===== src/rtl/gpio_rf_pkg.sv =====
// Package: shared offsets and encodings of the GPIO register file.
// Assumes byte offsets compared as 32-bit unsigned integers.
package gpio_rf_pkg;

    localparam int OFS_OUT    = 'h504;
    localparam int OFS_OUTSET = 'h508;
    localparam int OFS_OUTCLR = 'h50C;
    localparam int OFS_IN     = 'h510;
    localparam int OFS_DIR    = 'h514;
    localparam int OFS_DIRSET = 'h518;
    localparam int OFS_DIRCLR = 'h51C;
    localparam int OFS_CFG    = 'h700;

    // Register targeted by one access
    typedef enum logic [3:0] {
        RK_NONE,
        RK_OUT,
        RK_OUTSET,
        RK_OUTCLR,
        RK_IN,
        RK_DIR,
        RK_DIRSET,
        RK_DIRCLR,
        RK_CFG
    } reg_kind_e;

    // Update applied to an aliased register in one cycle
    typedef enum logic [2:0] {
        AOP_HOLD,
        AOP_LOAD,
        AOP_SET,
        AOP_CLR,
        AOP_BIT
    } alias_op_e;

endpackage


===== src/rtl/gpio_rf_decode.sv =====
// Address decoder: maps a byte offset to the register kind and, for the
// configuration window, to the pin index. Offsets whose two low bits are
// not zero decode to RK_NONE. Assumes NPINS >= 2.
module gpio_rf_decode
    import gpio_rf_pkg::*;
#(
    parameter int AW    = 12,
    parameter int NPINS = 32,
    localparam int IDXW = $clog2(NPINS)
) (
    input  logic [AW-1:0]   addr,
    output reg_kind_e       kind,
    output logic [IDXW-1:0] idx
);

    logic [31:0]   a32;
    logic [AW-1:0] cfg_off;

    assign a32     = 32'(addr);
    assign cfg_off = addr - AW'(OFS_CFG);
    assign idx     = IDXW'(cfg_off >> 2);

    // Classify the offset into one register kind
    always_comb begin
        kind = RK_NONE;
        if (addr[1:0] != 2'b00) begin
            kind = RK_NONE;
        end else if (a32 == 32'(OFS_OUT)) begin
            kind = RK_OUT;
        end else if (a32 == 32'(OFS_OUTSET)) begin
            kind = RK_OUTSET;
        end else if (a32 == 32'(OFS_OUTCLR)) begin
            kind = RK_OUTCLR;
        end else if (a32 == 32'(OFS_IN)) begin
            kind = RK_IN;
        end else if (a32 == 32'(OFS_DIR)) begin
            kind = RK_DIR;
        end else if (a32 == 32'(OFS_DIRSET)) begin
            kind = RK_DIRSET;
        end else if (a32 == 32'(OFS_DIRCLR)) begin
            kind = RK_DIRCLR;
        end else if (a32 >= 32'(OFS_CFG) && a32 < 32'(OFS_CFG + 4 * NPINS)) begin
            kind = RK_CFG;
        end
    end

endmodule


===== src/rtl/gpio_rf_alias_reg.sv =====
// Aliased register: one storage word updated by replace, OR, mask-clear
// or single-bit load. At most one operation is applied per cycle.
module gpio_rf_alias_reg
    import gpio_rf_pkg::*;
#(
    parameter int             W    = 32,
    parameter logic [W-1:0]   RSTV = '0,
    localparam int            IDXW = $clog2(W)
) (
    input  logic            clk,
    input  logic            rst_n,
    input  alias_op_e       op,
    input  logic [W-1:0]    wdata,
    input  logic [IDXW-1:0] bit_sel,
    input  logic            bit_val,
    output logic [W-1:0]    q
);

    // Apply the selected update to the stored word
    always_ff @(posedge clk) begin
        if (!rst_n) begin
            q <= RSTV;
        end else begin
            case (op)
                AOP_LOAD: q <= wdata;
                AOP_SET:  q <= q | wdata;
                AOP_CLR:  q <= q & ~wdata;
                AOP_BIT:  q[bit_sel] <= bit_val;
                default:  q <= q;
            endcase
        end
    end

endmodule


===== src/rtl/gpio_rf_cfg_bank.sv =====
// Per-pin configuration bank: stores bits [DW-1:1] of each pin's word.
// Bit 0 of each word is the pin's direction bit, supplied from outside,
// so the two views of direction cannot disagree.
module gpio_rf_cfg_bank #(
    parameter int            NPINS = 32,
    parameter int            DW    = 32,
    parameter logic [DW-1:0] RSTV  = 32'h0000_0002,
    localparam int           IDXW  = $clog2(NPINS)
) (
    input  logic               clk,
    input  logic               rst_n,
    input  logic               wr_stb,
    input  logic [IDXW-1:0]    wr_idx,
    input  logic [DW-1:1]      wdata_hi,
    input  logic [NPINS-1:0]   dir_bits,
    input  logic [IDXW-1:0]    rd_idx,
    output logic [DW-1:0]      rd_word,
    output logic [NPINS*DW-1:0] cfg_flat
);

    for (genvar p = 0; p < NPINS; p++) begin : g_pin
        logic [DW-1:1] hi_q;

        // Store the upper configuration bits of this pin on a matching write
        always_ff @(posedge clk) begin
            if (!rst_n) begin
                hi_q <= RSTV[DW-1:1];
            end else if (wr_stb && wr_idx == IDXW'(p)) begin
                hi_q <= wdata_hi;
            end
        end

        assign cfg_flat[p*DW +: DW] = {hi_q, dir_bits[p]};
    end

    assign rd_word = cfg_flat[rd_idx*DW +: DW];

endmodule


===== src/rtl/gpio_regfile.sv =====
// GPIO port register file. Decodes word accesses, updates the output-level
// and direction registers through their aliases, holds per-pin
// configuration and samples pin inputs. Reads are registered: bus_rdata
// follows the edge that samples bus_rd and shows pre-write values.
// Assumes 2 <= NPINS <= 32 and bus_addr wide enough for offset 0x77C.
module gpio_regfile
    import gpio_rf_pkg::*;
#(
    parameter int NPINS = 32,
    parameter int AW    = 12
) (
    input  logic                clk,
    input  logic                rst_n,
    input  logic                bus_wr,
    input  logic                bus_rd,
    input  logic [AW-1:0]       bus_addr,
    input  logic [31:0]         bus_wdata,
    input  logic [3:0]          bus_be,
    output logic [31:0]         bus_rdata,
    input  logic [NPINS-1:0]    pin_in,
    output logic [NPINS-1:0]    out_level,
    output logic [NPINS-1:0]    dir_mask,
    output logic [NPINS*32-1:0] cfg_flat
);

    localparam int DW   = 32;
    localparam int IDXW = $clog2(NPINS);
    localparam logic [DW-1:0] CFG_RSTV = 32'h0000_0002;

    reg_kind_e       kind;
    logic [IDXW-1:0] idx;
    logic            wr_ok;
    alias_op_e       out_op;
    alias_op_e       dir_op;
    logic [NPINS-1:0] out_q;
    logic [NPINS-1:0] dir_q;
    logic [NPINS-1:0] in_q;
    logic [DW-1:0]   cfg_word;
    logic [DW-1:0]   rd_mux;

    gpio_rf_decode #(.AW(AW), .NPINS(NPINS)) u_dec (
        .addr (bus_addr),
        .kind (kind),
        .idx  (idx)
    );

    assign wr_ok = bus_wr && (bus_be == 4'b1111);

    // Choose the update applied to the output-level register
    always_comb begin
        out_op = AOP_HOLD;
        if (wr_ok) begin
            case (kind)
                RK_OUT:    out_op = AOP_LOAD;
                RK_OUTSET: out_op = AOP_SET;
                RK_OUTCLR: out_op = AOP_CLR;
                default:   out_op = AOP_HOLD;
            endcase
        end
    end

    // Choose the update applied to the direction register
    always_comb begin
        dir_op = AOP_HOLD;
        if (wr_ok) begin
            case (kind)
                RK_DIR:    dir_op = AOP_LOAD;
                RK_DIRSET: dir_op = AOP_SET;
                RK_DIRCLR: dir_op = AOP_CLR;
                RK_CFG:    dir_op = AOP_BIT;
                default:   dir_op = AOP_HOLD;
            endcase
        end
    end

    gpio_rf_alias_reg #(.W(NPINS), .RSTV('0)) u_out (
        .clk     (clk),
        .rst_n   (rst_n),
        .op      (out_op),
        .wdata   (NPINS'(bus_wdata)),
        .bit_sel ('0),
        .bit_val (1'b0),
        .q       (out_q)
    );

    gpio_rf_alias_reg #(.W(NPINS), .RSTV('0)) u_dir (
        .clk     (clk),
        .rst_n   (rst_n),
        .op      (dir_op),
        .wdata   (NPINS'(bus_wdata)),
        .bit_sel (idx),
        .bit_val (bus_wdata[0]),
        .q       (dir_q)
    );

    gpio_rf_cfg_bank #(.NPINS(NPINS), .DW(DW), .RSTV(CFG_RSTV)) u_cfg (
        .clk      (clk),
        .rst_n    (rst_n),
        .wr_stb   (wr_ok && kind == RK_CFG),
        .wr_idx   (idx),
        .wdata_hi (bus_wdata[DW-1:1]),
        .dir_bits (dir_q),
        .rd_idx   (idx),
        .rd_word  (cfg_word),
        .cfg_flat (cfg_flat)
    );

    // Sample the pin levels every cycle
    always_ff @(posedge clk) begin
        if (!rst_n) begin
            in_q <= '0;
        end else begin
            in_q <= pin_in;
        end
    end

    // Select the word returned for the decoded offset
    always_comb begin
        case (kind)
            RK_OUT, RK_OUTSET, RK_OUTCLR: rd_mux = 32'(out_q);
            RK_IN:                        rd_mux = 32'(in_q);
            RK_DIR, RK_DIRSET, RK_DIRCLR: rd_mux = 32'(dir_q);
            RK_CFG:                       rd_mux = cfg_word;
            default:                      rd_mux = '0;
        endcase
    end

    // Capture read data on a read request
    always_ff @(posedge clk) begin
        if (!rst_n) begin
            bus_rdata <= '0;
        end else if (bus_rd) begin
            bus_rdata <= rd_mux;
        end
    end

    assign out_level = out_q;
    assign dir_mask  = dir_q;

    // ---------------- assertions ----------------
    // Track the last accepted configuration write for R8
    logic            chk_cfg_vld;
    logic [IDXW-1:0] chk_cfg_idx;
    logic            chk_cfg_bit;
    always_ff @(posedge clk) begin
        if (!rst_n) begin
            chk_cfg_vld <= 1'b0;
            chk_cfg_idx <= '0;
            chk_cfg_bit <= 1'b0;
        end else begin
            chk_cfg_vld <= wr_ok && kind == RK_CFG;
            chk_cfg_idx <= idx;
            chk_cfg_bit <= bus_wdata[0];
        end
    end

    a_r1_reset_clears: assert property (@(posedge clk)
        !rst_n |=> (out_level == '0 && dir_mask == '0 && bus_rdata == '0
                    && cfg_flat[DW-1:0] == CFG_RSTV));

    a_r2_out_replace: assert property (@(posedge clk) disable iff (!rst_n)
        (bus_wr && bus_be == 4'b1111 && bus_addr == AW'(OFS_OUT))
        |=> out_level == $past(NPINS'(bus_wdata)));

    a_r3_out_set: assert property (@(posedge clk) disable iff (!rst_n)
        (bus_wr && bus_be == 4'b1111 && bus_addr == AW'(OFS_OUTSET))
        |=> out_level == ($past(out_level) | $past(NPINS'(bus_wdata))));

    a_r4_out_clear: assert property (@(posedge clk) disable iff (!rst_n)
        (bus_wr && bus_be == 4'b1111 && bus_addr == AW'(OFS_OUTCLR))
        |=> out_level == ($past(out_level) & ~$past(NPINS'(bus_wdata))));

    a_r5_dir_replace: assert property (@(posedge clk) disable iff (!rst_n)
        (bus_wr && bus_be == 4'b1111 && bus_addr == AW'(OFS_DIR))
        |=> dir_mask == $past(NPINS'(bus_wdata)));

    a_r8_cfg_sets_dir: assert property (@(posedge clk) disable iff (!rst_n)
        chk_cfg_vld |-> dir_mask[chk_cfg_idx] == chk_cfg_bit);

    a_r9_in_write_ignored: assert property (@(posedge clk) disable iff (!rst_n)
        (bus_wr && bus_addr == AW'(OFS_IN))
        |=> ($stable(out_level) && $stable(dir_mask) && $stable(cfg_flat)));

    a_r11_partial_ignored: assert property (@(posedge clk) disable iff (!rst_n)
        (bus_wr && bus_be != 4'b1111)
        |=> ($stable(out_level) && $stable(dir_mask) && $stable(cfg_flat)));

endmodule


===== config.mk =====
export PLATFORM = sky130hd
export DESIGN_NAME = gpio_regfile
export DESIGN_NICKNAME = d
export VERILOG_FILES = /design/src/rtl/gpio_rf_pkg.sv /design/src/rtl/gpio_rf_decode.sv /design/src/rtl/gpio_rf_alias_reg.sv /design/src/rtl/gpio_rf_cfg_bank.sv /design/src/rtl/gpio_regfile.sv
export SDC_FILE = /design/constraint.sdc
export NUM_CORES = 2
export LEC_CHECK = 0
export ABC_AREA = 1
export ABC_CLOCK_PERIOD_IN_PS = 2300
export BUFFER_PORTS_ARGS = -buffer_cell sky130_fd_sc_hd__buf_2
export CAP_MARGIN = 0
export CORE_AREA = 2 2 476 478
export DETAILED_ROUTE_END_ITERATION = 12
export DIE_AREA = 0 0 478 480
export GPL_TIMING_DRIVEN = 0
export PLACE_DENSITY = 0.4
export SKIP_CTS_REPAIR_TIMING = 1
export SLEW_MARGIN = 20
export SYNTH_ARGS = -nofsm -noshare
export SYNTH_HDL_FRONTEND = slang
export SYNTH_SLANG_ARGS = --single-unit

===== constraint.sdc =====
create_clock -name clk -period 2.3 [get_ports clk]
set_input_delay 0.345 -clock clk [delete_from_list [all_inputs] [get_ports clk]]
set_output_delay 0.345 -clock clk [all_outputs]
set_load 0.01 [all_outputs]

==> results by stage <==
Outcome:
- The run finished, with violations left.
- The final reports fail on negative hold slack, negative setup slack.

STA:
- The slew at the pin closest to its max-slew limit is 1327 ps.
- Setup repair after global routing could not meet its margin everywhere.
- The final hold violation count came to 3.
- The final worst clock skew is about 28 ps.
- Dividing the final minimum period by the clock period gives 108.8%.
- The post-layout worst setup margin is -202.2 ps.
- For this run, the top clock speed supported by timing is around 0.4 GHz.
- Setup violations remaining at the end of the flow were counted as 61.
- The final max-slew violation count is 0.
- The worst hold margin is -43.42 ps.
- The headroom to the max-slew limit is a little under an eighth.
- The routed design could run at a clock period as short as around 2500 ps.

Place:
- After detailed placement, the design holds a cell count of about 12000.
- The instance area after placement is 0.06488 mm².
- Routability-driven placement finished with a final weighted congestion of approximately 1.0.
- The estimated wirelength of the detail-placed design is around 420000 µm.
- Port buffering added 1195 buffers.
- The post-placement setup slack is -2153 ps.

Worst setup path:
- The cell with the largest stage delay on the worst path is sky130_fd_sc_hd__clkbuf_1.
- The critical path goes through buf_2 -> nand2_1 -> inv_2 -> clkbuf_1 -> nand2_1 -> nand2_1 -> nor2_1 -> nand2_1 -> nand2_2 -> nand2_1 -> nand3_1 -> nand2_1 -> a21oi_1.
- The worst stage delay on the critical path is between 800 and 900 ps.
- The capturing element type of the critical path is a flip-flop.
- STA classifies the critical path startpoint as a primary input.
- The worst setup path is of the in2reg kind.
- Counting stages on the worst path, the most repeated cell is sky130_fd_sc_hd__nand2_1.
- Of all nets on the critical path, the largest fanout is 10.
- The signal arrival time at the worst endpoint is approximately 3200 ps.
- The required time reported for the critical path endpoint is just under 3000 ps.

Finish:
- The filler cells instantiated in the layout total between 20000 and 30000.
- In the final layout, the share of cells above drive strength 1 is between 20% and 30%.
- In the layout the commonest cells are 2216 x sky130_fd_sc_hd__nand2_1, 1308 x sky130_fd_sc_hd__buf_2, 1171 x sky130_fd_sc_hd__a21oi_1.
- The finished layout holds roughly 13000 standard cells, fillers aside.
- The total number of nets in the final design is roughly 9700.
- The final standard cell area without fillers is slightly above 0.07 mm².
- The synthesis-to-finish area growth is 34.64%.
- The library cell used most frequently in the layout, excluding fill and tap cells, is sky130_fd_sc_hd__nand2_1.

Pwr:
- The fraction of power consumed by combinational cells is between 10% and 20%.
- The leakage dissipation is 34.24 nW.
- For this design the ratio of total power to cell area is between 700 and 800 mW/mm².
- The share of total power dissipated in the clock network is between 40 and 50%.
- Net switching is about a third of the power.
- The internal power is 34.47 mW.
- The register share of total power is 38.3%.
- The power spent charging and discharging nets is roughly 16 mW.
- VDD sags by at most around 0.75 mV.

Global routing:
- The initial antenna violation count is 91.
- The overall global routing resource usage is 43.14%.
- The largest net degree at the start of global routing is 17.
- The first-pass GRT wire length is between 600000 and 700000 µm.
- For this run the aggregate overflow at the end of global routing stands at 0.
- The via count of the first global-routing pass was ~62000.

Logic synthesis:
- By area the synthesized netlist is led by sky130_fd_sc_hd__dfxtp_1 42%, sky130_fd_sc_hd__nand2_1 16%, sky130_fd_sc_hd__a21oi_1 11%.
- After synthesis the netlist holds a flip-flop and latch count of approximately 1100.
- After synthesis the cells add up to around 0.053 mm².
- For this run, the number of Yosys warnings is 0.
- Each instance of the synthesized netlist takes up on average 6.478 µm².
- Of the post-synthesis cell area, the dominant cell type holds between 40 and 50%.
- Summing the sequential cell areas from Yosys gives between 40% and 50% of the chip area.
- The number of nets in the synthesized netlist is approximately 8000.
- The synthesized instance count is between 8000 and 9000.
- The synthesized netlist contains 26 unique library cells.
- The most area-hungry cell type in the Yosys netlist is sky130_fd_sc_hd__dfxtp_1.

CTS:
- TritonCTS built the clock tree.
- For the worst-skew pair, the clock arrives at the later sink with an insertion delay of between 800 and 900 ps.
- The clock net sink count is 1120.
- TritonCTS created approximately 150 clock buffers.
- Clock-pin slew was measured on the worst setup and hold paths at around 60 ps.
- The buffer cell driving the clock tree root is sky130_fd_sc_hd__clkbuf_16.
- CTS built an H-tree with a depth of 4.
- In this run the deepest clock path goes through 3 buffers.

Floorplan:
- The standard-cell row count is roughly 170.
- In this run the horizontal extent of the chip is ~480 µm.
- The initial utilization of the core area, before any placement, comes to 23.56%.
- The core box area is between 0.2 and 0.25 mm².
- The die covers between 0.2 and 0.25 mm².
- The floorplan step set the die height to between 400 and 500 µm.
- The count of pins on the block boundary is roughly 1200.

Drt:
- For this block, the routed nets add up to 518100 µm of wire.
- In the final routed layout, each cell accounts on average for 40.58 µm.
- The count of nets left with antenna violations once routing finished came out at 0.
- The detailed router's first-iteration violation count is ~9900.
- The detail-routed via count per cell is between 5 and 6.
- The via count is between 60000 and 70000.
- The DRC violation count after routing is 0.
- Before antenna repair, the detailed router went through 7 iterations.

Run:
- The reported max-cap violation count is 0.

Worst hold path:
- The worst hold-check path type is in2reg.
## logic make-up after synthesis
family	after synthesis	synth area share, %
AOI/OAI and AO/OA	2274	21.86
and+or+nand+nor	3165	23.65
buffers and inverters	1590	12.01
DFF	1120	42.48
## sequential cells by signal, summed over array words and instances, names as in the netlist
signal / count
u_dir.q: 32
u_cfg.g_pin.hi_q: 992
in_q: 32
u_out.q: 32
bus_rdata: 32
## critical path, delay by kind of cell
family	cells	cell delay (ps)
buffers and inverters	3	1370
and+or+nand+nor	9	1390
AOI/OAI and AO/OA	1	60
## per-layer routing
layer	wire, µm	vias to the layer above	track usage (%)	part of all wire (%)
met5	593	-	1.222	0.11
met4	47960	29	34.15	9.3
met3	60200	1135	14.71	12
met2	212700	4951	62.68	41
met1	196600	33946	51.68	38
li1	-	28891	-	-
## power groups by stage
stage | Clock (mW) | Sequential (mW) | Combinational [mW]
after CTS | 23.8 | 19.4 | 6.66
after global placement | 0 | 19.9 | 6.21
after global routing | 24.6 | 19.4 | 7.19
after detailed placement | 0 | 19.9 | 6.65
after floorplan | 0 | 19.9 | 2.18
final | 23.9 | 19.4 | 7.40
## cells in the mapped netlist (all sizes together)
master  count
a21oi    1174
buf       258
clkbuf    424
clkinv      3
dfxtp    1120
inv       905
nand2    2276
nand3     203
nand4      38
nor2      615
nor3        1
o211ai     63
o21ai    1037
or2        32
## stage by stage
step / power (mW) / hold WS [ps] / setup TNS (ps) / util [%]
floorplan: 22.05 / 442.6 / 0 / -
global placement: 26.08 / 455.3 / -1470860 / 27.90
detailed placement: 26.52 / 454.1 / -916140 / 28.96
CTS: 49.94 / -344.8 / -99000 / 31.11
global route: 51.24 / 1.899 / -212.0 / 31.69
finish: 50.73 / -43.42 / -3710 / 31.72
## final cells by class
| class | instances | area (µm²) | share of cell area, % |
|---|---|---|---|
| timing repair buffer | 1328 | 8601 | 12.10 |
| buffer | 682 | 3601 | 5.067 |
| multi-input combinational | 5439 | 24380 | 34.30 |
| inverter | 908 | 3411 | 4.799 |
| tap | 2992 | 3744 | 5.268 |
| clock buffer | 217 | 4322 | 6.081 |
| antenna | 43 | 107.6 | 0.1514 |
| sequential | 1120 | 22420 | 31.55 |
| clock inverter | 38 | 483.0 | 0.6796 |
## final timing paths
path	slack [ps]	cells past startpoint	start	endpoint
worst max register to register	-80	14	u_cfg.g_pin[1].hi_q[24]$_SDFFE_PN0P_	bus_rdata[24]$_SDFFE_PN0P_
worst max-delay path	-200	13	bus_addr[5]	bus_rdata[30]$_SDFFE_PN0P_
worst min-delay path	-40	5	bus_wdata[22]	u_out.q[22]$_SDFFE_PN0P_
worst min register to register	460	2	bus_rdata[11]$_SDFFE_PN0P_	bus_rdata[11]$_SDFFE_PN0P_
Note: power is estimated with default switching activity, not from simulation.
